`config.mk`:
```
export PLATFORM = sky130hd
export DESIGN_NAME = logic_tile
export DESIGN_NICKNAME = d
export VERILOG_FILES = /design/src/rtl/tile_pkg.sv /design/src/rtl/tile_cfg_store.sv /design/src/rtl/tile_route_mux.sv /design/src/rtl/tile_lut_in_mux.sv /design/src/rtl/tile_lut.sv /design/src/rtl/logic_tile.sv
export SDC_FILE = /design/constraint.sdc
export NUM_CORES = 1
export LEC_CHECK = 0
export ABC_AREA = 1
export BUFFER_PORTS_ARGS = -buffer_cell sky130_fd_sc_hd__buf_2
export CAP_MARGIN = 20
export CORE_MARGIN = 2
export CORE_UTILIZATION = 51
export CTS_CLUSTER_SIZE = 14
export DETAILED_ROUTE_END_ITERATION = 8
export MAX_ROUTING_LAYER = met4
export PLACE_DENSITY = 0.76
export REMOVE_ABC_BUFFERS = 1
export SLEW_MARGIN = 10
export SYNTH_ARGS = -nofsm -noshare
export SYNTH_HDL_FRONTEND = slang
export SYNTH_SLANG_ARGS = --single-unit
```
`constraint.sdc`:
```
create_clock -name clk -period 8.35 [get_ports clk]
set_input_delay 1.67 -clock clk [delete_from_list [all_inputs] [get_ports clk]]
set_output_delay 1.67 -clock clk [all_outputs]
set_load 0.01 [all_outputs]
```
`src/rtl/tile_pkg.sv`:
```
package tile_pkg;
    parameter int SIDES    = 4;
    parameter int WIRES    = 4;
    parameter int ROUTE_W  = 3;
    parameter int SEL_W    = 5;
    parameter int LUT_K    = 4;
    localparam int LUT_BITS = 1 << LUT_K;
    localparam int ROUTES   = SIDES * WIRES;
    localparam int NSRC     = SIDES * WIRES;
    localparam int CFG_W    = ROUTES * ROUTE_W + LUT_K * SEL_W + LUT_BITS;

    localparam logic [ROUTE_W-1:0] RCODE_OFF = '0;
    localparam logic [ROUTE_W-1:0] RCODE_LUT = ROUTE_W'(4);

    typedef struct packed {
        logic [ROUTES-1:0][ROUTE_W-1:0] route;   // slot j at index ROUTES-1-j
        logic [LUT_K-1:0][SEL_W-1:0]    in_sel;  // input i at index LUT_K-1-i
        logic [LUT_BITS-1:0]            tt;
    } tile_cfg_t;
endpackage

```
`src/rtl/tile_cfg_store.sv`:
```
module tile_cfg_store
    import tile_pkg::*;
(
    input  logic             clk,
    input  logic             rst_n,
    input  logic             shift_en,
    input  logic             shift_bit,
    input  logic             commit,
    input  logic             par_load,
    input  logic [CFG_W-1:0] par_word,
    output logic [CFG_W-1:0] stage_o,
    output logic [CFG_W-1:0] active_o
);
    typedef struct packed {
        logic [CFG_W-1:0] stage;
        logic [CFG_W-1:0] active;
    } store_t;

    store_t st_d, st_q;

    always_comb begin
        st_d = st_q;
        if (shift_en) begin
            st_d.stage = {st_q.stage[CFG_W-2:0], shift_bit};
        end
        if (par_load) begin
            st_d.active = par_word;
        end else if (commit) begin
            st_d.active = st_q.stage;
        end
    end

    always_ff @(posedge clk or negedge rst_n) begin
        if (!rst_n) st_q <= '0;
        else        st_q <= st_d;
    end

    assign stage_o  = st_q.stage;
    assign active_o = st_q.active;
endmodule

```
`src/rtl/tile_route_mux.sv`:
```
module tile_route_mux
    import tile_pkg::*;
(
    input  logic [ROUTE_W-1:0] code,
    input  logic [2:0]         cand,     // legal ends, N,S,E,W order, own side removed
    input  logic               lut_y,
    output logic               beg
);
    always_comb begin
        unique case (code)
            ROUTE_W'(1): beg = cand[0];
            ROUTE_W'(2): beg = cand[1];
            ROUTE_W'(3): beg = cand[2];
            RCODE_LUT:   beg = lut_y;
            default:     beg = 1'b0;
        endcase
    end
endmodule

```
`src/rtl/tile_lut_in_mux.sv`:
```
module tile_lut_in_mux
    import tile_pkg::*;
(
    input  logic [SEL_W-1:0] code,
    input  logic [NSRC-1:0]  ends,
    output logic             y
);
    localparam int IDX_W = $clog2(NSRC);

    always_comb begin
        if (code != '0 && code <= SEL_W'(NSRC)) begin
            y = ends[IDX_W'(code - SEL_W'(1))];
        end else begin
            y = 1'b0;
        end
    end
endmodule

```
`src/rtl/tile_lut.sv`:
```
module tile_lut
    import tile_pkg::*;
(
    input  logic [LUT_BITS-1:0] tt,
    input  logic [LUT_K-1:0]    sel,
    output logic                y
);
    logic [LUT_K-1:0] pos;

    always_comb begin
        pos = LUT_K'(LUT_BITS - 1) - sel;
        y   = tt[pos];
    end
endmodule

```
`src/rtl/logic_tile.sv`:
```
module logic_tile
    import tile_pkg::*;
(
    input  logic             clk,
    input  logic             rst_n,
    input  logic             cfg_shift_en,
    input  logic             cfg_shift_bit,
    input  logic             cfg_commit,
    input  logic             cfg_par_load,
    input  logic [CFG_W-1:0] cfg_par_word,
    input  logic [WIRES-1:0] wire_end_n,
    input  logic [WIRES-1:0] wire_end_s,
    input  logic [WIRES-1:0] wire_end_e,
    input  logic [WIRES-1:0] wire_end_w,
    output logic [WIRES-1:0] wire_beg_n,
    output logic [WIRES-1:0] wire_beg_s,
    output logic [WIRES-1:0] wire_beg_e,
    output logic [WIRES-1:0] wire_beg_w,
    output logic             lut_out
);
    logic [CFG_W-1:0]            cfg_stage;
    logic [CFG_W-1:0]            cfg_active;
    tile_cfg_t                   cfg_f;
    logic [SIDES-1:0][WIRES-1:0] end_arr;
    logic [SIDES-1:0][WIRES-1:0] beg_arr;
    logic [NSRC-1:0]             end_flat;
    logic [LUT_K-1:0]            lut_sel;
    logic                        lut_y;

    tile_cfg_store u_store (
        .clk       (clk),
        .rst_n     (rst_n),
        .shift_en  (cfg_shift_en),
        .shift_bit (cfg_shift_bit),
        .commit    (cfg_commit),
        .par_load  (cfg_par_load),
        .par_word  (cfg_par_word),
        .stage_o   (cfg_stage),
        .active_o  (cfg_active)
    );

    assign cfg_f      = tile_cfg_t'(cfg_active);
    assign end_arr[0] = wire_end_n;
    assign end_arr[1] = wire_end_s;
    assign end_arr[2] = wire_end_e;
    assign end_arr[3] = wire_end_w;
    assign end_flat   = end_arr;   // bit side*WIRES+k

    for (genvar i = 0; i < LUT_K; i++) begin : g_in
        tile_lut_in_mux u_in (
            .code (cfg_f.in_sel[LUT_K-1-i]),
            .ends (end_flat),
            .y    (lut_sel[i])
        );
    end

    tile_lut u_lut (
        .tt  (cfg_f.tt),
        .sel (lut_sel),
        .y   (lut_y)
    );

    for (genvar s = 0; s < SIDES; s++) begin : g_side
        localparam int SRC0 = (s == 0) ? 1 : 0;
        localparam int SRC1 = (s <= 1) ? 2 : 1;
        localparam int SRC2 = (s <= 2) ? 3 : 2;
        for (genvar k = 0; k < WIRES; k++) begin : g_wire
            logic [2:0] cand;
            assign cand = {end_arr[SRC2][k], end_arr[SRC1][k], end_arr[SRC0][k]};
            tile_route_mux u_rt (
                .code  (cfg_f.route[ROUTES-1-(s*WIRES+k)]),
                .cand  (cand),
                .lut_y (lut_y),
                .beg   (beg_arr[s][k])
            );
        end
    end

    assign wire_beg_n = beg_arr[0];
    assign wire_beg_s = beg_arr[1];
    assign wire_beg_e = beg_arr[2];
    assign wire_beg_w = beg_arr[3];
    assign lut_out    = lut_y;
endmodule

```
# After elaboration in Yosys (flattened, before gate mapping)
# Index checks and enable logic that the tools add are counted.
[word_totals]
regBits = 168
out_inout_bits = 17
in_bits = 106
elab_cells = 121
[classes]
n_mux = 32
n_reduce_logical = 9
order_cmp = 9
n_eq_ne = 64
n_addsub = 5
[ops]
columns = ["cell", "count"]
rows = [
  ["two-way mux 84 bit", 2],
  ["== test 3 x 2 -> 1 bit (second input constant)", 32],
  ["case mux 1 bit (4 select lines)", 16],
  ["== test 3 x 1 -> 1 bit (second input constant)", 16],
  ["== test 3 bit (second input constant)", 16],
  ["< comparator 4 x 5 -> 1 bit (second input constant)", 5],
  ["binary-select mux 1 bit (select 4 bit)", 5],
  ["less-or-equal comparator 5 bit (second input constant)", 4],
  ["nonzero test 5 bit", 4],
  ["subtractor 4 x 1 -> 4 bit (second input constant)", 4],
  ["two-way mux 1 bit", 9],
  ["logical AND 1 bit", 4],
  ["subtractor 4 bit (first input constant)", 1],
  ["nonzero test 2 bit", 1],
]

# Depth between registers and ports, before layout
[depth]
depth_word = 8
mapped_depth = 20
depth_no_buf = 16

# Cells and area by module
# Synthesis repeated with hierarchy kept, for this count alone.
[hier_totals]
hier_cells = 1238
area_unflattened_um2 = 9202.6
[modules_own_cells]
columns = ["module", "area_each_um2", "seq_area_each_um2", "n_inst", "cells_each"]
rows = [
  ["tile_cfg_store", 6855.3, 4204.0, 1, 772],
  ["tile_lut_in_mux", 284.0, 0.0, 4, 56],
  ["tile_route_mux", 61.3, 0.0, 16, 12],
  ["tile_lut", 230.2, 0.0, 1, 50],
]

# Worst setup path before layout
# OpenSTA, ideal clock, no wires.
[synth_path]
path_kind = "input-to-output"
startpoint = "input wire_end_w[1]"
endpoint = "output wire_beg_e[1]"
cell_stages = 13
t_required_ns = 6.680
setup_slack_ns = 3.777
path_buffers = 2
arrival_time_ns = 2.903
cell_sequence = "inv_1 -> o21ai_0 -> nand3_1 -> nand3b_1 -> nand2_1 -> a21oi_1 -> nand3_1 -> nand3b_2 -> nand2_4 -> buf_12 -> nand2_2 -> nand2_2 -> buf_4"
[synth_between]
elab_chain_len = 7
elab_cells_between_ends = 16
classes_between = "add/sub (1); mux (15)"
[synth_lines]
columns = ["item", "line", "rtl"]
rows = [
  ["start: declaration", "logic_tile.sv:14", "input logic [WIRES-1:0] wire_end_w,"],
  ["binary-select mux 1 bit (select 4 bit)", "tile_lut_in_mux.sv:12", "y = ends[IDX_W'(code - SEL_W'(1))];"],
  ["two-way mux 1 bit (not written as such)", "tile_lut_in_mux.sv:12", ""],
  ["two-way mux 1 bit", "tile_lut_in_mux.sv:11", "if (code != '0 && code <= SEL_W'(NSRC)) begin"],
  ["subtractor 4 bit (*)", "tile_lut.sv:11", "pos = LUT_K'(LUT_BITS - 1) - sel;"],
  ["binary-select mux 1 bit (select 4 bit) (*)", "tile_lut.sv:12", "y = tt[pos];"],
  ["two-way mux 1 bit (not written as such) (*)", "tile_lut.sv:12", ""],
  ["net lut_out", "logic_tile.sv:19", "output logic lut_out"],
  ["case mux 1 bit (4 select lines) (*)", "tile_route_mux.sv:10", "unique case (code)"],
  ["end: declaration", "logic_tile.sv:17", "output logic [WIRES-1:0] wire_beg_e,"],
]
# The timed path passes the listed nets; every way through them passes the cells marked *. The select of a mux whose other input is x is not followed.

# Final worst setup path
[layout_path]
startpoint = "input wire_end_s[0]"
endpoint = "output wire_beg_n[2]"
[layout_between]
elab_chain_len = 7
elab_cells_between_ends = 16
classes_between = "add/sub (1); mux (15)"
[layout_lines]
columns = ["item", "line", "rtl"]
rows = [
  ["start: declaration", "logic_tile.sv:12", "input logic [WIRES-1:0] wire_end_s,"],
  ["binary-select mux 1 bit (select 4 bit)", "tile_lut_in_mux.sv:12", ""],
  ["two-way mux 1 bit (not written as such)", "tile_lut_in_mux.sv:12", ""],
  ["two-way mux 1 bit", "tile_lut_in_mux.sv:11", ""],
  ["subtractor 4 bit (*)", "tile_lut.sv:11", ""],
  ["binary-select mux 1 bit (select 4 bit) (*)", "tile_lut.sv:12", ""],
  ["two-way mux 1 bit (not written as such) (*)", "tile_lut.sv:12", ""],
  ["case mux 1 bit (4 select lines) (*)", "tile_route_mux.sv:10", ""],
  ["end: declaration", "logic_tile.sv:15", "output logic [WIRES-1:0] wire_beg_n,"],
]
# Every way passes the cells marked *; elsewhere a longest branch is shown, timed or not. The select of a mux whose other input is x is not followed.

==> key figures <==
Worst setup path
  • Crit path capture type: primary output
  • Reg2reg end: u_store.active_o[26]
  • Startpoint types: input pin
  • R2R Setup Slk: 7.27 ns
  • Worst path max stage delay: 0.27 ns
  • Crit path required time: 6.68 ns
  • Worst r2r src: u_store.active_o[26]
  • WP data arrival: 3.44 ns
  • CP max stage cell: nand2_4
  • Crit-path cells: buf_2, nand2_1, nand3_1, nand3_2, nand3b_4, nand3_4, nand2_1, nand3_1, nand3_1, nand3_2, nand2_4, nand2_1, nand2_1, buf_2
  • CP most frequent cell: nand2_1
  • Reg2reg path depth: 2
  • Max Fanout on Critical Path: 17
  • Worst setup path class: in -> out

Worst hold path
  • Min-delay worst type: reg -> reg
  • Hold Crit Start: u_store.stage_o[40]
  • WHS Endpoint: u_store.stage_o[41]
  • Hold depth: 2

Die
  • Die width: 135 um
  • Die area: 18300 um2
  • Core area: 16700 um2
  • Die height: 135 um
  • Core Rows: 47
  • Ports: 123
  • Initial core utilization: 52.6%

Synthesis
  • Post-Synth XOR/XNOR Area: 1.64%
  • Area share of and/or/nand/nor cells after synthesis: 19.3%
  • Mean post-synth cell area: 8.30 um2
  • Synth Register Bits: 168
  • Largest family of logic cells by synthesized area: simple AND/OR/NAND/NOR gates
  • Ys Warns: 0
  • Mux contribution to synthesized area: 0%
  • Post-synthesis adder-cell area fraction: 1.14%
  • Yosys cell types: 33
  • Compound-Gate Fraction of Synth Area: 17.8%
  • Syn Std Cell Area: 8780 um2
  • Sequential-to-total area share from yosys stat: 47.9%
  • Mapped Cells: 1058

Drt
  • DR pass1 iterations: 8
  • DR WL/cell: 16.1 um
  • Post-Route WL: 22000 um
  • DRC: 0
  • DRT iter0 DRCs: 582
  • Vias per std cell: 5.49
  • ANT nets after route: 0
  • DR vias: 7506

Final layout
  • Commonest cells after routing, fill and taps aside: nand2_1, inv_1, dfrtp_1, o21ai_0, buf_2
  • Share of cells above drive strength 1: 18.4%
  • Layout area overhead: 13.1%
  • Ant diodes: 0
  • # nets final: 1249
  • Most common cell after layout, fill and taps aside: nand2_1

Clock network
  • H-Tree Depth: 4
  • Maximum root-to-sink buffer count: 2
  • Worst skew pair latency: 0.43 ns
  • Clock Sinks: 168
  • Cts bufs inserted: 17
  • Hold buffers post-CTS: 0
  • CTS tree: built
  • CTS Root Cell: clkbuf_16
  • Post-CTS resize count: 0
  • Post-CTS Setup Repair Bufs: 0
  • CTS clk-pin slew, worst paths: 0.07 ns

Timing
  • Final setup viols: 0
  • Clock skew: 0.00828 ns
  • FMAX: 0.196 GHz
  • Worst Max-Slew Pin Slew: 1.00 ns
  • Final TNS setup: 0 ns
  • Final Slew Violations: 0
  • RSZ-0062 raised after global routing: no
  • Fin. Hold Viols: 0
  • Fin crit period: 5.11 ns
  • Worst slew margin: 33.2%
  • Crit share post-route: 61.2%

Place
  • Hpwl dp: 14600 um
  • Number of port buffers: 122
  • GPL Wtd Cong: 0.850

Global route
  • First-pass GRT wire length: 35500 um
  • Largest net degree at the start of global routing: 98
  • Remaining Overflow, GRT: 0
  • Total Routing Usage GR: 25.8%
  • Vias in the first global route: 7034
  • Initial antenna violation count: 0

Power and ir drop
  • Leakage power: 4.80 nW
  • Pwr per Cell Area: 233 nW/um2
  • Tot Pwr: 2.31 mW
  • Worst vdd ir: 0.187 mV

Flow run
  • Max Cap Viol: 0

Run status
  • Status: finished clean
## layout make-up
type	count	area, um2
well taps	220	275
repair buffers	127	657
flip-flops and latches	168	4200
fillers	1485	6770
inverters	188	711
clock buffers	21	460
clock inverters	11	124
multi-input cells	633	3500
## cells in the mapped netlist (all sizes together)
master  count  area [um2]
nand2     258        1030
inv       188         711
dfrtp     168        4200
o21ai     135         676
o221ai     84         736
nand3      58         385
clkbuf     42         158
a21oi      27         135
buf        27         213
nor3       24         120
nor2       13        48.8
nand4       9        56.3
ha          8         100
xor2        8         126
nand3b      4        46.3
xnor2       2        17.5
a32oi       1        8.76
o22ai       1        6.26
or2         1        6.26
## worst max path at each step
stage	startpoint	endpoint	cells past startpoint
CTS	wire_end_s[0]	wire_beg_n[2]	14
global route	wire_end_s[0]	wire_beg_n[3]	14
floorplan	wire_end_s[0]	wire_beg_n[0]	12
global placement	wire_end_s[0]	wire_beg_w[3]	14
detailed placement	wire_end_s[0]	wire_beg_n[2]	14
finish	wire_end_s[0]	wire_beg_n[2]	14
## sequential cells by signal, indices dropped and copies added (netlist names)
name	flops
u_store.active_o	84
u_store.stage_o	84
## worst max-delay path, delay by kind of cell
| kind | cells | cell delay [ns] |
|---|---|---|
| simple gates | 12 | 1.40 |
| buf+inv | 2 | 0.37 |
## cell families after synthesis
family,count (synthesis)
buf+inv,257
simple gates,367
xor+xnor,10
compound gates,248
flops,168
fa+ha+maj,8
## metrics by stage
stage | worst slack [ns] | utilization (%) | cell area (um2) | hold WS, ns | instances
global route | 3.11 | 59.5 | 9930 | 0.500 | 1368
CTS | 3.30 | 59.5 | 9930 | 0.482 | 1368
floorplan | 3.88 | - | 8410 | 0.447 | 989
detailed placement | 3.31 | 56.0 | 9350 | 0.463 | 1336
finish | 3.24 | 59.5 | 9930 | 0.476 | 1368
global placement | 3.38 | 56.0 | 9350 | 0.457 | 1336
## report_power, final
part	internal (mW)	switching [mW]	leakage, nW	total [mW]
clock	0.456	0.326	0.279	0.782
combinational	0.188	0.354	2.38	0.542
sequential	0.922	0.0679	2.14	0.990
## routing by layer
layer | vias to the layer above | track usage, % | wire length [um]
met2 | 281 | 40.1 | 10300
met4 | 0 | 7.47 | 382
met3 | 31 | 5.50 | 1620
met5 | - | - | 0
met1 | 3544 | 34.4 | 9650
li1 | 3650 | - | -
(Power assumes the default switching activity.)
